<file path="config.mk">
export PLATFORM = sky130hd
export DESIGN_NAME = fault_align_classifier
export DESIGN_NICKNAME = d
export VERILOG_FILES = /design/src/rtl/fac_pkg.sv /design/src/rtl/fac_delay_line.sv /design/src/rtl/fac_sat_counter.sv /design/src/rtl/fault_align_classifier.sv
export SDC_FILE = /design/constraint.sdc
export NUM_CORES = 1
export LEC_CHECK = 0
export ABC_AREA = 0
export BUFFER_PORTS_ARGS = -buffer_cell sky130_fd_sc_hd__buf_2
export CORE_ASPECT_RATIO = 0.9
export CORE_MARGIN = 3
export CORE_UTILIZATION = 29
export CTS_BUF_LIST = sky130_fd_sc_hd__clkbuf_4
export CTS_CLUSTER_SIZE = 14
export DETAILED_ROUTE_END_ITERATION = 10
export PLACE_DENSITY_LB_ADDON = 0.08
export SETUP_SLACK_MARGIN = 0.5
export SYNTH_ARGS = -nofsm -noshare
export SYNTH_HDL_FRONTEND = slang
export SYNTH_SLANG_ARGS = --single-unit
</file>
<file path="constraint.sdc">
create_clock -name clk -period 3.8 [get_ports clk]
set_input_delay 0.76 -clock clk [delete_from_list [all_inputs] [get_ports clk]]
set_output_delay 0.76 -clock clk [all_outputs]
set_load 0.02 [all_outputs]
</file>
<file path="src/rtl/fac_pkg.sv">
package fac_pkg;

    typedef enum logic [1:0] {
        CLS_CLEAN    = 2'd0,
        CLS_DETECTED = 2'd1,
        CLS_FALSE    = 2'd2,
        CLS_MISSED   = 2'd3
    } fac_class_e;

    localparam int NUM_CLASSES = 4;

    function automatic fac_class_e fac_classify(input logic flagged, input logic err);
        fac_class_e c;
        unique case ({flagged, err})
            2'b11:   c = CLS_DETECTED;
            2'b10:   c = CLS_FALSE;
            2'b01:   c = CLS_MISSED;
            default: c = CLS_CLEAN;
        endcase
        return c;
    endfunction

endpackage

</file>
<file path="src/rtl/fac_delay_line.sv">
module fac_delay_line #(
    parameter int MAX_LAT = 8,
    parameter int LAT_W   = $clog2(MAX_LAT + 1)
) (
    input  logic             clk,
    input  logic             rst_n,
    input  logic             clr,
    input  logic             flag_i,
    input  logic [LAT_W-1:0] lat_i,
    output logic             aligned_o
);
    // hist bit k holds the flag seen k cycles ago (bit 0 is the live flag)
    logic [MAX_LAT-1:0] sr_d, sr_q;
    logic [MAX_LAT:0]   hist;
    logic [LAT_W-1:0]   eff_lat;

    generate
        if (MAX_LAT == 1) begin : g_single
            always_comb sr_d = clr ? 1'b0 : flag_i;
        end else begin : g_chain
            always_comb sr_d = clr ? '0 : {sr_q[MAX_LAT-2:0], flag_i};
        end
    endgenerate

    always_ff @(posedge clk or negedge rst_n) begin
        if (!rst_n) sr_q <= '0;
        else        sr_q <= sr_d;
    end

    always_comb begin
        hist    = {sr_q, flag_i};
        eff_lat = (lat_i > LAT_W'(MAX_LAT)) ? LAT_W'(MAX_LAT) : lat_i;
        aligned_o = hist[eff_lat];
    end

    AST_FLUSHED_AFTER_CLEAR: assert property (@(posedge clk) disable iff (!rst_n)
        clr |=> (sr_q == '0)) else $error("delay line not flushed");

endmodule

</file>
<file path="src/rtl/fac_sat_counter.sv">
module fac_sat_counter #(
    parameter int CNT_W = 16
) (
    input  logic             clk,
    input  logic             rst_n,
    input  logic             clr,
    input  logic             inc,
    output logic [CNT_W-1:0] cnt_o
);
    localparam logic [CNT_W-1:0] CNT_MAX = {CNT_W{1'b1}};

    logic [CNT_W-1:0] cnt_d, cnt_q;

    always_comb begin
        cnt_d = cnt_q;
        if (clr)                        cnt_d = '0;
        else if (inc && cnt_q != CNT_MAX) cnt_d = cnt_q + CNT_W'(1);
    end

    always_ff @(posedge clk or negedge rst_n) begin
        if (!rst_n) cnt_q <= '0;
        else        cnt_q <= cnt_d;
    end

    assign cnt_o = cnt_q;

    AST_SAT_HOLD: assert property (@(posedge clk) disable iff (!rst_n)
        (inc && !clr && cnt_q == CNT_MAX) |=> (cnt_q == CNT_MAX)) else $error("counter wrapped");
    AST_IDLE_STABLE: assert property (@(posedge clk) disable iff (!rst_n)
        (!inc && !clr) |=> $stable(cnt_q)) else $error("counter moved without increment");

endmodule

</file>
<file path="src/rtl/fault_align_classifier.sv">
module fault_align_classifier
    import fac_pkg::*;
#(
    parameter int NUM_MON = 4,
    parameter int MAX_LAT = 8,
    parameter int CNT_W   = 16,
    parameter int LAT_W   = $clog2(MAX_LAT + 1)
) (
    input  logic                     clk,
    input  logic                     rst_n,
    input  logic                     clear,
    input  logic                     run_en,
    input  logic [NUM_MON-1:0]       fault_flags,
    input  logic                     out_err,
    input  logic [NUM_MON*LAT_W-1:0] lat_cfg,
    output logic [1:0]               class_o,
    output logic [CNT_W-1:0]         cnt_clean,
    output logic [CNT_W-1:0]         cnt_detected,
    output logic [CNT_W-1:0]         cnt_false,
    output logic [CNT_W-1:0]         cnt_missed
);
    localparam logic [CNT_W-1:0] CNT_MAX = {CNT_W{1'b1}};

    typedef struct packed {
        fac_class_e cls;
    } state_t;

    state_t st_d, st_q;

    logic [NUM_MON-1:0]     aligned;
    logic                   any_aligned;
    logic [NUM_CLASSES-1:0] inc;
    logic [CNT_W-1:0]       cnt_w [NUM_CLASSES];

    // one delay pipeline per monitor
    generate
        for (genvar m = 0; m < NUM_MON; m++) begin : g_mon
            fac_delay_line #(
                .MAX_LAT (MAX_LAT),
                .LAT_W   (LAT_W)
            ) dly_i (
                .clk       (clk),
                .rst_n     (rst_n),
                .clr       (clear),
                .flag_i    (fault_flags[m]),
                .lat_i     (lat_cfg[m*LAT_W +: LAT_W]),
                .aligned_o (aligned[m])
            );
        end
    endgenerate

    assign any_aligned = |aligned;

    always_comb begin
        st_d = st_q;
        inc  = '0;
        if (clear) begin
            st_d.cls = CLS_CLEAN;
        end else begin
            st_d.cls = fac_classify(any_aligned, out_err);
            if (run_en) inc[st_d.cls] = 1'b1;
        end
    end

    always_ff @(posedge clk or negedge rst_n) begin
        if (!rst_n) st_q <= '{cls: CLS_CLEAN};
        else        st_q <= st_d;
    end

    // one saturating counter per class, indexed by class code
    generate
        for (genvar c = 0; c < NUM_CLASSES; c++) begin : g_cnt
            fac_sat_counter #(.CNT_W(CNT_W)) cnt_i (
                .clk   (clk),
                .rst_n (rst_n),
                .clr   (clear),
                .inc   (inc[c]),
                .cnt_o (cnt_w[c])
            );
        end
    endgenerate

    assign class_o      = st_q.cls;
    assign cnt_clean    = cnt_w[CLS_CLEAN];
    assign cnt_detected = cnt_w[CLS_DETECTED];
    assign cnt_false    = cnt_w[CLS_FALSE];
    assign cnt_missed   = cnt_w[CLS_MISSED];

    AST_CLEAR_ZEROES: assert property (@(posedge clk) disable iff (!rst_n)
        clear |=> (cnt_clean == '0 && cnt_detected == '0 && cnt_false == '0
                   && cnt_missed == '0 && class_o == 2'd0)) else $error("clear incomplete");
    AST_RUN_GATE: assert property (@(posedge clk) disable iff (!rst_n)
        (!run_en && !clear) |=> ($stable(cnt_clean) && $stable(cnt_detected)
                                 && $stable(cnt_false) && $stable(cnt_missed))) else $error("counted while halted");
    AST_DETECT_INC: assert property (@(posedge clk) disable iff (!rst_n)
        (run_en && !clear && any_aligned && out_err && cnt_detected != CNT_MAX)
        |=> (cnt_detected == $past(cnt_detected) + CNT_W'(1))) else $error("detected not counted");
    AST_MISSED_INC: assert property (@(posedge clk) disable iff (!rst_n)
        (run_en && !clear && !any_aligned && out_err && cnt_missed != CNT_MAX)
        |=> (cnt_missed == $past(cnt_missed) + CNT_W'(1))) else $error("missed not counted");
    AST_SINGLE_CLASS: assert property (@(posedge clk) disable iff (!rst_n)
        1'b1 |=> ($countones({cnt_clean != $past(cnt_clean), cnt_detected != $past(cnt_detected),
                              cnt_false != $past(cnt_false), cnt_missed != $past(cnt_missed)}) <= 1
                  || $past(clear))) else $error("cycle counted twice");

endmodule

</file>
## Word level (Yosys, flattened, before mapping)

Cells that the tools add are included.

- Flip-flop bits (word level): 98
- Latch bits: 0
- Memory bits (writable): 0
- ROM bits: 0
- Input port bits: 25
- Logic and storage cells: 71
- Memories kept: 0

- $add $sub $neg: 4
- Multipliers: 0
- Div/mod/pow operators: 0
- Order comparisons: 10
- Equal/unequal tests: 7
- Shift-type cells: 0
- Mux-type cells: 31
- Bitwise gates (word level): 0
- Reductions and logical operators: 10

Operator list:

| operator | count |
|---|---|
| $mux W16 | 8 |
| $add A16 B1 Y16 const B | 4 |
| $ne A16 B16 Y1 const B | 4 |
| $mux W8 | 4 |
| $mux W4 | 6 |
| $lt A4 B5 Y1 const B | 4 |
| $bmux W1 S4 | 4 |
| $gt A4 B4 Y1 const B | 4 |
| $reduce_bool A2 Y1 | 4 |
| $pmux W2 S3 | 1 |
| $logic_and A1 B1 Y1 | 5 |
| $mux W1 | 5 |
| $eq A2 B2 Y1 const B | 2 |
| $mux W2 | 2 |
| $reduce_or A4 Y1 | 1 |
| $lt A2 B3 Y1 const B | 1 |
| $demux W1 S2 | 1 |
| $eq A2 B1 Y1 const B | 1 |
| $ge A2 B1 Y1 const B | 1 |

## Logic depth before layout (Yosys ltp)

Gate-level depths: netlist of run 1.

- Word-level depth: 17
- Mapped depth: 10
- Gate-level depth less buffers: 9

## Hierarchy

Synthesis of run 1 repeated with hierarchy kept, for this count alone.

- Cell total of the unflattened synthesis: 503
- Area, all modules: 5277.6 µm²

Modules (own cells, without submodules):

| module | instances | cells each | area each (µm²) | sequential area each (µm²) |
|---|---|---|---|---|
| fac_sat_counter | 4 | 98 | 942.2 | 400.4 |
| fac_delay_line | 4 | 24 | 336.6 | 200.2 |
| fault_align_classifier | 1 | 15 | 162.7 | 50.0 |

## Worst setup path after synthesis of run 1

No wires, ideal clock.

- Path kind: input port to flip-flop
- Start point: input port lat_cfg[9]
- End point: register g_cnt[3].cnt_i.cnt_q[12]
- Arrival time: 2.914 ns
- Setup slack: 0.761 ns
- Cell stages on the path: 10
- Buffers on the path: 1
- Path through: mux4_2 -> mux2i_1 -> o21ai_0 -> and4b_1 -> ha_1 -> and2_0 -> buf_2 -> nand3_1 -> nor4b_1 -> mux2_2

- Longest elaborated chain between the ends: 16
- Elaborated cells on any way between the ends: 19
- Classes of those cells: 3 x order compare; 3 x eq/ne; 9 x mux; 4 x reduce/logical

RTL lines:

| element | RTL line | source |
|---|---|---|
| from (decl) | fault_align_classifier.sv:15 | `input logic [NUM_MON*LAT_W-1:0] lat_cfg,` |
| $gt A4 B4 Y1 | fac_delay_line.sv:32 | `eff_lat = (lat_i > LAT_W'(MAX_LAT)) ? LAT_W'(MAX_LAT) : lat_i;` |
| $mux W4 (*) | fac_delay_line.sv:32 |  |
| $bmux W1 S4 (*) | fac_delay_line.sv:33 | `aligned_o = hist[eff_lat];` |
| $mux W1 (not written as such) (*) | fac_delay_line.sv:33 |  |
| $reduce_or A4 Y1 (*) | fault_align_classifier.sv:52 | `assign any_aligned = \|aligned;` |
| $eq A2 B1 Y1 / $eq A2 B2 Y1 (equally long branches) | fac_pkg.sv:14 | `unique case ({flagged, err})` |
| $pmux W2 S3 (*) | fac_pkg.sv:14 |  |
| $mux W2 (*) | fault_align_classifier.sv:57 | `if (clear) begin` |
| $lt A2 B3 Y1 (not written as such) / $ge A2 B1 Y1 (equally long branches) | fault_align_classifier.sv:61 | `if (run_en) inc[st_d.cls] = 1'b1;` |
| $logic_and A1 B1 Y1 (not written as such) | fault_align_classifier.sv:61 |  |
| $mux W1 (not written as such) | fault_align_classifier.sv:61 |  |
| $demux W1 S2 (*) | fault_align_classifier.sv:61 |  |
| $mux W4 (*) | fault_align_classifier.sv:61 |  |
| $mux W4 (*) | fault_align_classifier.sv:57 |  |
| $logic_and A1 B1 Y1 (*) | fac_sat_counter.sv:17 | `else if (inc && cnt_q != CNT_MAX) cnt_d = cnt_q + CNT_W'(1);` |
| $reduce_bool A2 Y1 (no source line) (*) | - |  |
| to (signal assigned) | fac_sat_counter.sv:22 | `else cnt_q <= cnt_d;` |
| to (decl) | fac_sat_counter.sv:12 | `logic [CNT_W-1:0] cnt_d, cnt_q;` |

Every way passes the cells marked *; elsewhere a longest branch is shown, timed or not. The select of a mux whose other input is x is not followed.
A chain may end at the register's enable or synchronous reset.

## Final worst setup path of run 1

- Start point: register g_mon[2].dly_i.sr_q[6]
- End point: register g_cnt[0].cnt_i.cnt_q[15]

- Longest elaborated chain between the ends: 14
- Elaborated cells on any way between the ends: 17
- Classes of those cells: 2 x order compare; 3 x eq/ne; 8 x mux; 4 x reduce/logical

RTL lines:

| element | RTL line | source |
|---|---|---|
| from (decl) | fac_delay_line.sv:13 | `logic [MAX_LAT-1:0] sr_d, sr_q;` |
| from (signal assigned) | fac_delay_line.sv:27 | `else sr_q <= sr_d;` |
| $bmux W1 S4 (*) | fac_delay_line.sv:33 |  |
| $mux W1 (not written as such) (*) | fac_delay_line.sv:33 |  |
| $reduce_or A4 Y1 (*) | fault_align_classifier.sv:52 |  |
| $eq A2 B1 Y1 / $eq A2 B2 Y1 (equally long branches) | fac_pkg.sv:14 |  |
| $pmux W2 S3 (*) | fac_pkg.sv:14 |  |
| $mux W2 (*) | fault_align_classifier.sv:57 |  |
| $lt A2 B3 Y1 (not written as such) / $ge A2 B1 Y1 (equally long branches) | fault_align_classifier.sv:61 |  |
| $logic_and A1 B1 Y1 (not written as such) | fault_align_classifier.sv:61 |  |
| $mux W1 (not written as such) | fault_align_classifier.sv:61 |  |
| $demux W1 S2 (*) | fault_align_classifier.sv:61 |  |
| $mux W4 (*) | fault_align_classifier.sv:61 |  |
| $mux W4 (*) | fault_align_classifier.sv:57 |  |
| $logic_and A1 B1 Y1 (*) | fac_sat_counter.sv:17 |  |
| $reduce_bool A2 Y1 (no source line) (*) | - |  |
| to (signal assigned) | fac_sat_counter.sv:22 |  |
| to (decl) | fac_sat_counter.sv:12 |  |

Marks and branches as above.

==> run summary, run 1 <==
Run status
• finished, final reports clean — status

Clock network
• 2 — number of buffers on the longest clock path
• 0 — Setup Fix Bufs, Post-CTS
• 98 — number of sinks on the clock net
• 9 — CTS Buf Count
• 0.18 ns — clock transition at the registers of the reported paths
• 0 — Post-CTS Hold Fix Bufs
• 3 — H-tree lvl count
• built — clock tree from TritonCTS
• sky130_fd_sc_hd__clkbuf_4 — Clk Tree Root Cell
• 0.50 ns — insertion delay of the later-clocked pin in the worst-skew pair

STA
• 0 ns — Setup Total Neg Slack
• 51.5% — max-slew headroom at the worst pin
• 0.777 ns — minimum setup slack in the final design
• 3.02 ns — final critical delay including setup and external delays
• 0 — Final setup violation count
• no — unrepaired setup endpoints after global routing
• 0.0233 ns — Worst Clk Skew
• 0.722 ns — pin slew with the least headroom to its limit
• 331 MHz — f_max
• 0 — pins over their slew limit
• 79.6% — fraction of the cycle the final worst path needs
• 0 — final count of hold timing violations

Worst setup path
• g_cnt[0].cnt_i.cnt_o[15] — end of the worst register-to-register path
• 8 — critical path peak fanout
• 4.21 ns — required time of the critical path
• flop — endpoint class of the critical path
• flop to flop — class of the most critical setup path
• flop — category of the worst setup path launch point
• 0.78 ns — minimum setup slack among reg-to-reg paths
• 3.43 ns — WP data arrival
• g_mon[2].dly_i.sr_q[6] — worst reg2reg path startpoint
• 9 — R2R depth

Finish
• 0.00616 mm^2 — total non-filler cell area in the finished layout
• sky130_fd_sc_hd__dfrtp_1 — most frequent standard cell in the layout excluding fill and tap cells
• 16.1% — P&R area growth vs syn
• sky130_fd_sc_hd__dfrtp_1 (98), sky130_fd_sc_hd__buf_2 (88), sky130_fd_sc_hd__nor2b_1 (69) — commonest cells after routing, fill and taps aside
• 34.6% — core occupancy in the finished layout
• 645 — Final nets
• 0 — antenna cell count
• 27.2% — share of layout cells above drive strength 1
• 857 — filler-free cell count of the finished design
• 1844 — fill cell total of the finished layout

Global routing
• 23100 um — global-route wire length before repair
• 22.1% — met2 GRT Util
• 20.5% — met1 GRT Util
• met2 — busiest grt layer
• 68 — maximum number of pins on one net before global-route repair
• 4259 — via count of the first global-routing pass
• 0 — total congestion overflow
• 0 — antenna violations before repair
• 14.4% — overall routing resource usage
• 3.34% — met3 usage in global routing

Floorplan
• 91 — ports placed on the boundary
• 29.8% — effective utilization at floorplan
• 0.0199 mm^2 — die outline area
• 134 um — height of the die
• 0.0178 mm^2 — core area
• 46 — Site Rows
• 149 um — Die Width

Route
• 0 — Residual DRC
• 14000 um — Total Wirelength
• 5.09 — vias per cell
• 4 — total iterations of the first detailed-routing run
• 4363 — total vias in the final route
• 182 — detailed router's first-iteration violation count
• 16.3 um — Avg WL per Cell
• 0 — remaining number of nets flagged by the antenna check after routing

Logic synthesis
• 0 — count of flip-flops with a built-in enable after synthesis
• 0.00530 mm^2 — combined area of all synthesized cells
• 100% — Async S/R FF share, synth
• 0 — Syn. warnings
• 50 — number of distinct standard cells referenced by the synthesized netlist
• 46.2% — sequential area share after synthesis
• 561 — Post-Syn Nets
• 10.0 um^2 — Syn Area/Cell
• 528 — Gate Count Post-Synth
• 98 — number of register bits inferred by synthesis
• sky130_fd_sc_hd__dfrtp_1 — main flop type after synthesis

Place
• 841 — number of placed instances, taps included
• 90 — quantity of I/O buffers inserted on ports
• 0.249 ns — minimum setup slack after placement
• 0.797 — final weighted congestion of routability-driven global placement
• 9830 um — HPWL Detailed
• 0.00602 mm^2 — placed instance area

Min path
• primary input to asynchronous set/reset pin — Hold Crit Class

Pwr
• 290 mW/mm^2 — total power per unit cell area
• 0.159 mV — worst-case vdd ir drop
• 0.00283 uW — leakage power summed over all cells

Job
• 0 — number of violations of the max-capacitance limit

[logic make-up (layout without fill, tap and decap cells)]
kind of cell	after synthesis	in the layout	share of synthesized area (%)
AOI/OAI and AO/OA	75	75	9.08
adders and majority gates	8	8	1.89
buffers and inverters	33	122	2.60
DFF	98	98	46.2
muxes	54	54	12.5
and+or+nand+nor	260	260	27.7
[per-stage QoR]
stage                     total power, uW  hold WS (ns)
after floorplan                      1160         0.459
after global placement               1230         0.473
after detailed placement             1240         0.472
after CTS                            1840         0.214
after global routing                 1890         0.224
final                                1780         0.238
[routing by layer]
| layer | wire, um | share of wire [%] | vias up |
|---|---|---|---|
| met5 | 0 | 0 | - |
| met4 | 168 | 1.2 | 0 |
| met3 | 689 | 4.9 | 12 |
| met2 | 6300 | 45 | 96 |
| met1 | 6800 | 49 | 2171 |
| li1 | - | - | 2084 |
[critical path: stages, from the launching register on]
cell and delay, ns:
sky130_fd_sc_hd__dfrtp_1 0.43, sky130_fd_sc_hd__mux4_2 0.46, sky130_fd_sc_hd__mux2i_1 0.19, sky130_fd_sc_hd__o21ai_0 0.11
sky130_fd_sc_hd__and4b_1 0.33, sky130_fd_sc_hd__ha_1 0.16, sky130_fd_sc_hd__and2_1 0.32, sky130_fd_sc_hd__nand4_4 0.20
sky130_fd_sc_hd__or4_1 0.50, sky130_fd_sc_hd__a221oi_1 0.25
[flip-flops by register name (all words and copies together), names as in the netlist]
name and cells:
g_mon.dly_i.sr_q 32, g_cnt.cnt_i.cnt_o 64, class_o 2
[where the power goes]
part	internal [uW]	switching [uW]
logic	49.8	95.6
clock network	154	420
registers	1060	10.0
total	1260	525
[repair_timing]
action / in CTS / in global routing
gates resized for setup: 0 / 2
endpoints found under the hold margin: 0 / 0
setup endpoints to repair: 0 / 3
[worst max-delay path by stage]
stage | to | slack (ns) | startpoint | depth (start not counted)
after floorplan | g_cnt[3].cnt_i.cnt_o[12] | 0.76 | lat_cfg[9] | 10
after global placement | g_cnt[0].cnt_i.cnt_o[14] | 0.31 | lat_cfg[9] | 10
after detailed placement | g_cnt[0].cnt_i.cnt_o[14] | 0.25 | lat_cfg[9] | 10
after CTS | g_cnt[0].cnt_i.cnt_o[14] | 0.71 | g_mon[2].dly_i.sr_q[6] | 9
after global routing | g_cnt[0].cnt_i.cnt_o[15] | 0.55 | g_mon[2].dly_i.sr_q[6] | 9
final | g_cnt[0].cnt_i.cnt_o[15] | 0.78 | g_mon[2].dly_i.sr_q[6] | 9
[Yosys cell counts (8+ instances only)]
cell                       number  share of area (%)
sky130_fd_sc_hd__a211oi_1      11                1.6
sky130_fd_sc_hd__a21oi_1       34                3.2
sky130_fd_sc_hd__buf_2          8               0.75
sky130_fd_sc_hd__clkbuf_1      15                1.1
sky130_fd_sc_hd__dfrtp_1       98                 46
sky130_fd_sc_hd__ha_1           8                1.9
sky130_fd_sc_hd__mux2_2        38                8.1
sky130_fd_sc_hd__mux2i_1       10                1.9
sky130_fd_sc_hd__nand2_1       35                2.5
sky130_fd_sc_hd__nand3_1       25                2.4
sky130_fd_sc_hd__nand4_1       13                1.5
sky130_fd_sc_hd__nor2_1        50                3.5
sky130_fd_sc_hd__nor2b_1       69                8.1
sky130_fd_sc_hd__nor4_1         8               0.94
sky130_fd_sc_hd__o31ai_1        8                1.1
sky130_fd_sc_hd__or4_1         12                1.7
[layout make-up]
type	instances	area [um^2]	area share, %
Clock inverter	7	63.8	1.04
Tap cell	240	300	4.88
Timing Repair Buffer	99	523	8.49
Sequential cell	98	2450	39.8
Inverter	7	26.3	0.427
Clock buffer	9	67.6	1.10
Multi-Input combinational cell	397	2730	44.3
Note: power is estimated with default switching activity, not from simulation.
==> run 2: changes to the inputs <==
clock period = 2.6 ns   (was 3.8 ns; I/O delays follow)
==> run summary, run 2 (synthesized netlist as in run 1, its figures left out) <==
Route
• 651 um — routed length on met3, -5.5%
• 4 — total iterations of the first detailed-routing run, unchanged
• met5 — Highest Signal Layer
• 16.5 um — Avg WL per Cell, +1.6%
• 0 — Residual DRC, unchanged
• 5.07 — vias per cell, -0.35%
• 4510 — total vias in the final route, +3.4%
• 14700 um — Total Wirelength, +5.4%
• 6710 um — total met2 wirelength after detailed routing, +6.6%
• 0 — remaining number of nets flagged by the antenna check after routing, unchanged
• 211 — detailed router's first-iteration violation count, +16%
• 7120 um — met1 routed wirelength after detailed routing, +4.6%

Pwr
• 57.8% — sequential cell fraction of total power, -1.9 points
• 389 mW/mm^2 — total power per unit cell area, +34%
• 9.8% — Comb power frac, +1.7 points
• 0.00304 uW — leakage power summed over all cells, +7.5%
• 810 uW — sw power, +54%
• 2700 uW — Design Power, +51%
• 32.5% — relative contribution of the clock network to total power, +0.4 points
• 1890 uW — P_int, +50%
• 30.0% — Sw Share, +0.60 points
• 0.217 mV — worst-case vdd ir drop, +37%

Clock network
• 9 — CTS Buf Count, unchanged
• 2 — number of buffers on the longest clock path, unchanged
• 98 — number of sinks on the clock net, unchanged
• built — clock tree from TritonCTS
• 0.52 ns — insertion delay of the later-clocked pin in the worst-skew pair, +0.02 ns
• 0.19 ns — clock transition at the registers of the reported paths, about the same
• 3 — H-tree lvl count, unchanged
• sky130_fd_sc_hd__clkbuf_4 — Clk Tree Root Cell

Finish
• 39.0% — core occupancy in the finished layout, +4.4 points
• 0.00694 mm^2 — total non-filler cell area in the finished layout, +13%
• 64 — max reg flops, unchanged
• 30.9% — P&R area growth vs syn
• 676 — Final nets, +4.8%
• sky130_fd_sc_hd__dfrtp_1 — most frequent standard cell in the layout excluding fill and tap cells
• 40.7% — share of layout cells above drive strength 1, +14 points
• 1777 — fill cell total of the finished layout, -3.6%
• sky130_fd_sc_hd__dfrtp_1 (98), sky130_fd_sc_hd__buf_2 (88), sky130_fd_sc_hd__nor2b_1 (69) — commonest cells after routing, fill and taps aside

Place
• 9870 um — HPWL Detailed, +0.45%
• 0.829 — final weighted congestion of routability-driven global placement, +4.1%
• 0.00641 mm^2 — placed instance area, +6.5%
• -0.586 ns — minimum setup slack after placement, -0.835 ns
• 90 — quantity of I/O buffers inserted on ports, unchanged

STA
• yes — unrepaired setup endpoints after global routing
• 2.82 ns — final critical delay including setup and external delays, -0.201 ns
• 0.0309 ns — Worst Clk Skew, +0.00760 ns
• 0.860 ns — pin slew with the least headroom to its limit, +0.138 ns
• 42.5% — max-slew headroom at the worst pin, -9.1 points
• 354 MHz — f_max, +7.1%
• -0.223 ns — minimum setup slack in the final design, -0.999 ns
• 0.218 ns — worst slack on hold paths, -0.0197 ns
• 0 — final count of hold timing violations, unchanged
• 109% — fraction of the cycle the final worst path needs, +29 points
• 29 — Final setup violation count, +29
• 0 — pins over their slew limit, unchanged

Floorplan
• 134 um — height of the die, unchanged
• 149 um — Die Width, unchanged
• 29.8% — effective utilization at floorplan, unchanged
• 46 — Site Rows, unchanged
• 91 — ports placed on the boundary, unchanged
• 0.0178 mm^2 — core area, unchanged
• 0.0199 mm^2 — die outline area, unchanged

Global routing
• 14.9% — overall routing resource usage, +0.57 points
• 4442 — via count of the first global-routing pass, +4.3%
• 0 — total congestion overflow, unchanged
• 74 — maximum number of pins on one net before global-route repair, +8.8%
• 23900 um — global-route wire length before repair, +3.9%
• 1 — antenna violations before repair, +1

Worst setup path
• flop to flop — class of the most critical setup path
• mux4_2 > mux2i_2 > o21ai_2 > and4b_2 > ha_4 > nand2_2 > or3_4 > or4_1 > a21oi_1 — chain of cells forming the critical path
• 0 — count of buffer and inverter cells on the critical path, unchanged
• flop — endpoint class of the critical path
• 4 — critical path peak fanout, -4
• flop — category of the worst setup path launch point
• 3.27 ns — WP data arrival, -0.16 ns
• 3.05 ns — required time of the critical path, -1.16 ns
• 0.51 ns — Worst path max stage delay, about the same
• simple AND/OR/NAND/NOR gates — cell class contributing the biggest share of worst-path delay
• sky130_fd_sc_hd__or4_1 — cell with the largest stage delay on the worst path

Min path
• primary input to flop — Hold Crit Class

Run status
• setup timing — failing checks
• finished with violations — status

Job
• 0 — number of violations of the max-capacitance limit, unchanged

## run 2: cell types whose count changed in the layout (fill, tap and decap cells not counted), moves of 16 or more
| cell | change |
|---|---|
| sky130_fd_sc_hd__mux2_2 | -20 |
| sky130_fd_sc_hd__a21oi_1 | -17 |
| sky130_fd_sc_hd__mux2_4 | +20 |
| sky130_fd_sc_hd__a21oi_2 | +16 |
| sky130_fd_sc_hd__buf_4 | +18 |
## run 2: final timing paths
path,from,to,slack (ns),cells after the start
worst max-delay path,g_mon[2].dly_i.sr_q[6],g_cnt[3].cnt_i.cnt_o[11],-0.22,9
worst min-delay path,fault_flags[0],g_mon[0].dly_i.sr_q[0],0.22,2
worst max register to register,g_mon[2].dly_i.sr_q[6],g_cnt[3].cnt_i.cnt_o[11],-0.22,9
worst min register to register,g_mon[3].dly_i.sr_q[4],g_mon[3].dly_i.sr_q[5],0.52,1
max in group asynchronous,rst_n,g_cnt[1].cnt_i.cnt_o[13],1.43,3
min in group asynchronous,rst_n,g_cnt[0].cnt_i.cnt_o[7],0.43,2
## run 2: what timing repair did
action | in CTS | in global routing
resized for setup | 52 | 22
endpoints found under the setup margin | 64 | 64
setup buffers | 5 | 1
gates cloned | 1 | 0
pin swaps | 9 | 4
hold endpoints to repair | 20 | 0
hold buffers | 1 | 0
## run 2: power by group through the flow
stage / sequential [uW] / clock [uW] / combinational, uW
4_1_cts: 1560 / 936 / 268
3_3_place_gp: 1590 / 0 / 242
3_5_place_dp: 1590 / 0 / 246
2_1_floorplan: 1590 / 0 / 112
6_report: 1560 / 875 / 264
5_1_grt: 1560 / 1000 / 295
## run 2: layout make-up
class	count	area, um^2	area share (%)
antenna	1	2.50	0.0361
tap	240	300	4.33
multi-input combinational	398	3210	46.2
inverter	7	26.3	0.379
sequential	98	2450	35.3
clock buffer	9	67.6	0.973
timing repair buffer	129	810	11.7
clock inverter	7	76.3	1.10
## run 2: per-stage QoR
stage	TNS [ns]	cells
after global placement	-18.70	864
after floorplan	-0.495	528
final	-2.70	889
after detailed placement	-20.20	864
after global routing	-8.47	888
after CTS	-3.97	887
## run 2: layer usage
| layer | track usage, % | vias to the layer above |
|---|---|---|
| met5 | 0 | - |
| met4 | 3.39 | 2 |
| met3 | 4.46 | 15 |
| met2 | 22.7 | 82 |
| met1 | 21.0 | 2252 |
| li1 | - | 2159 |
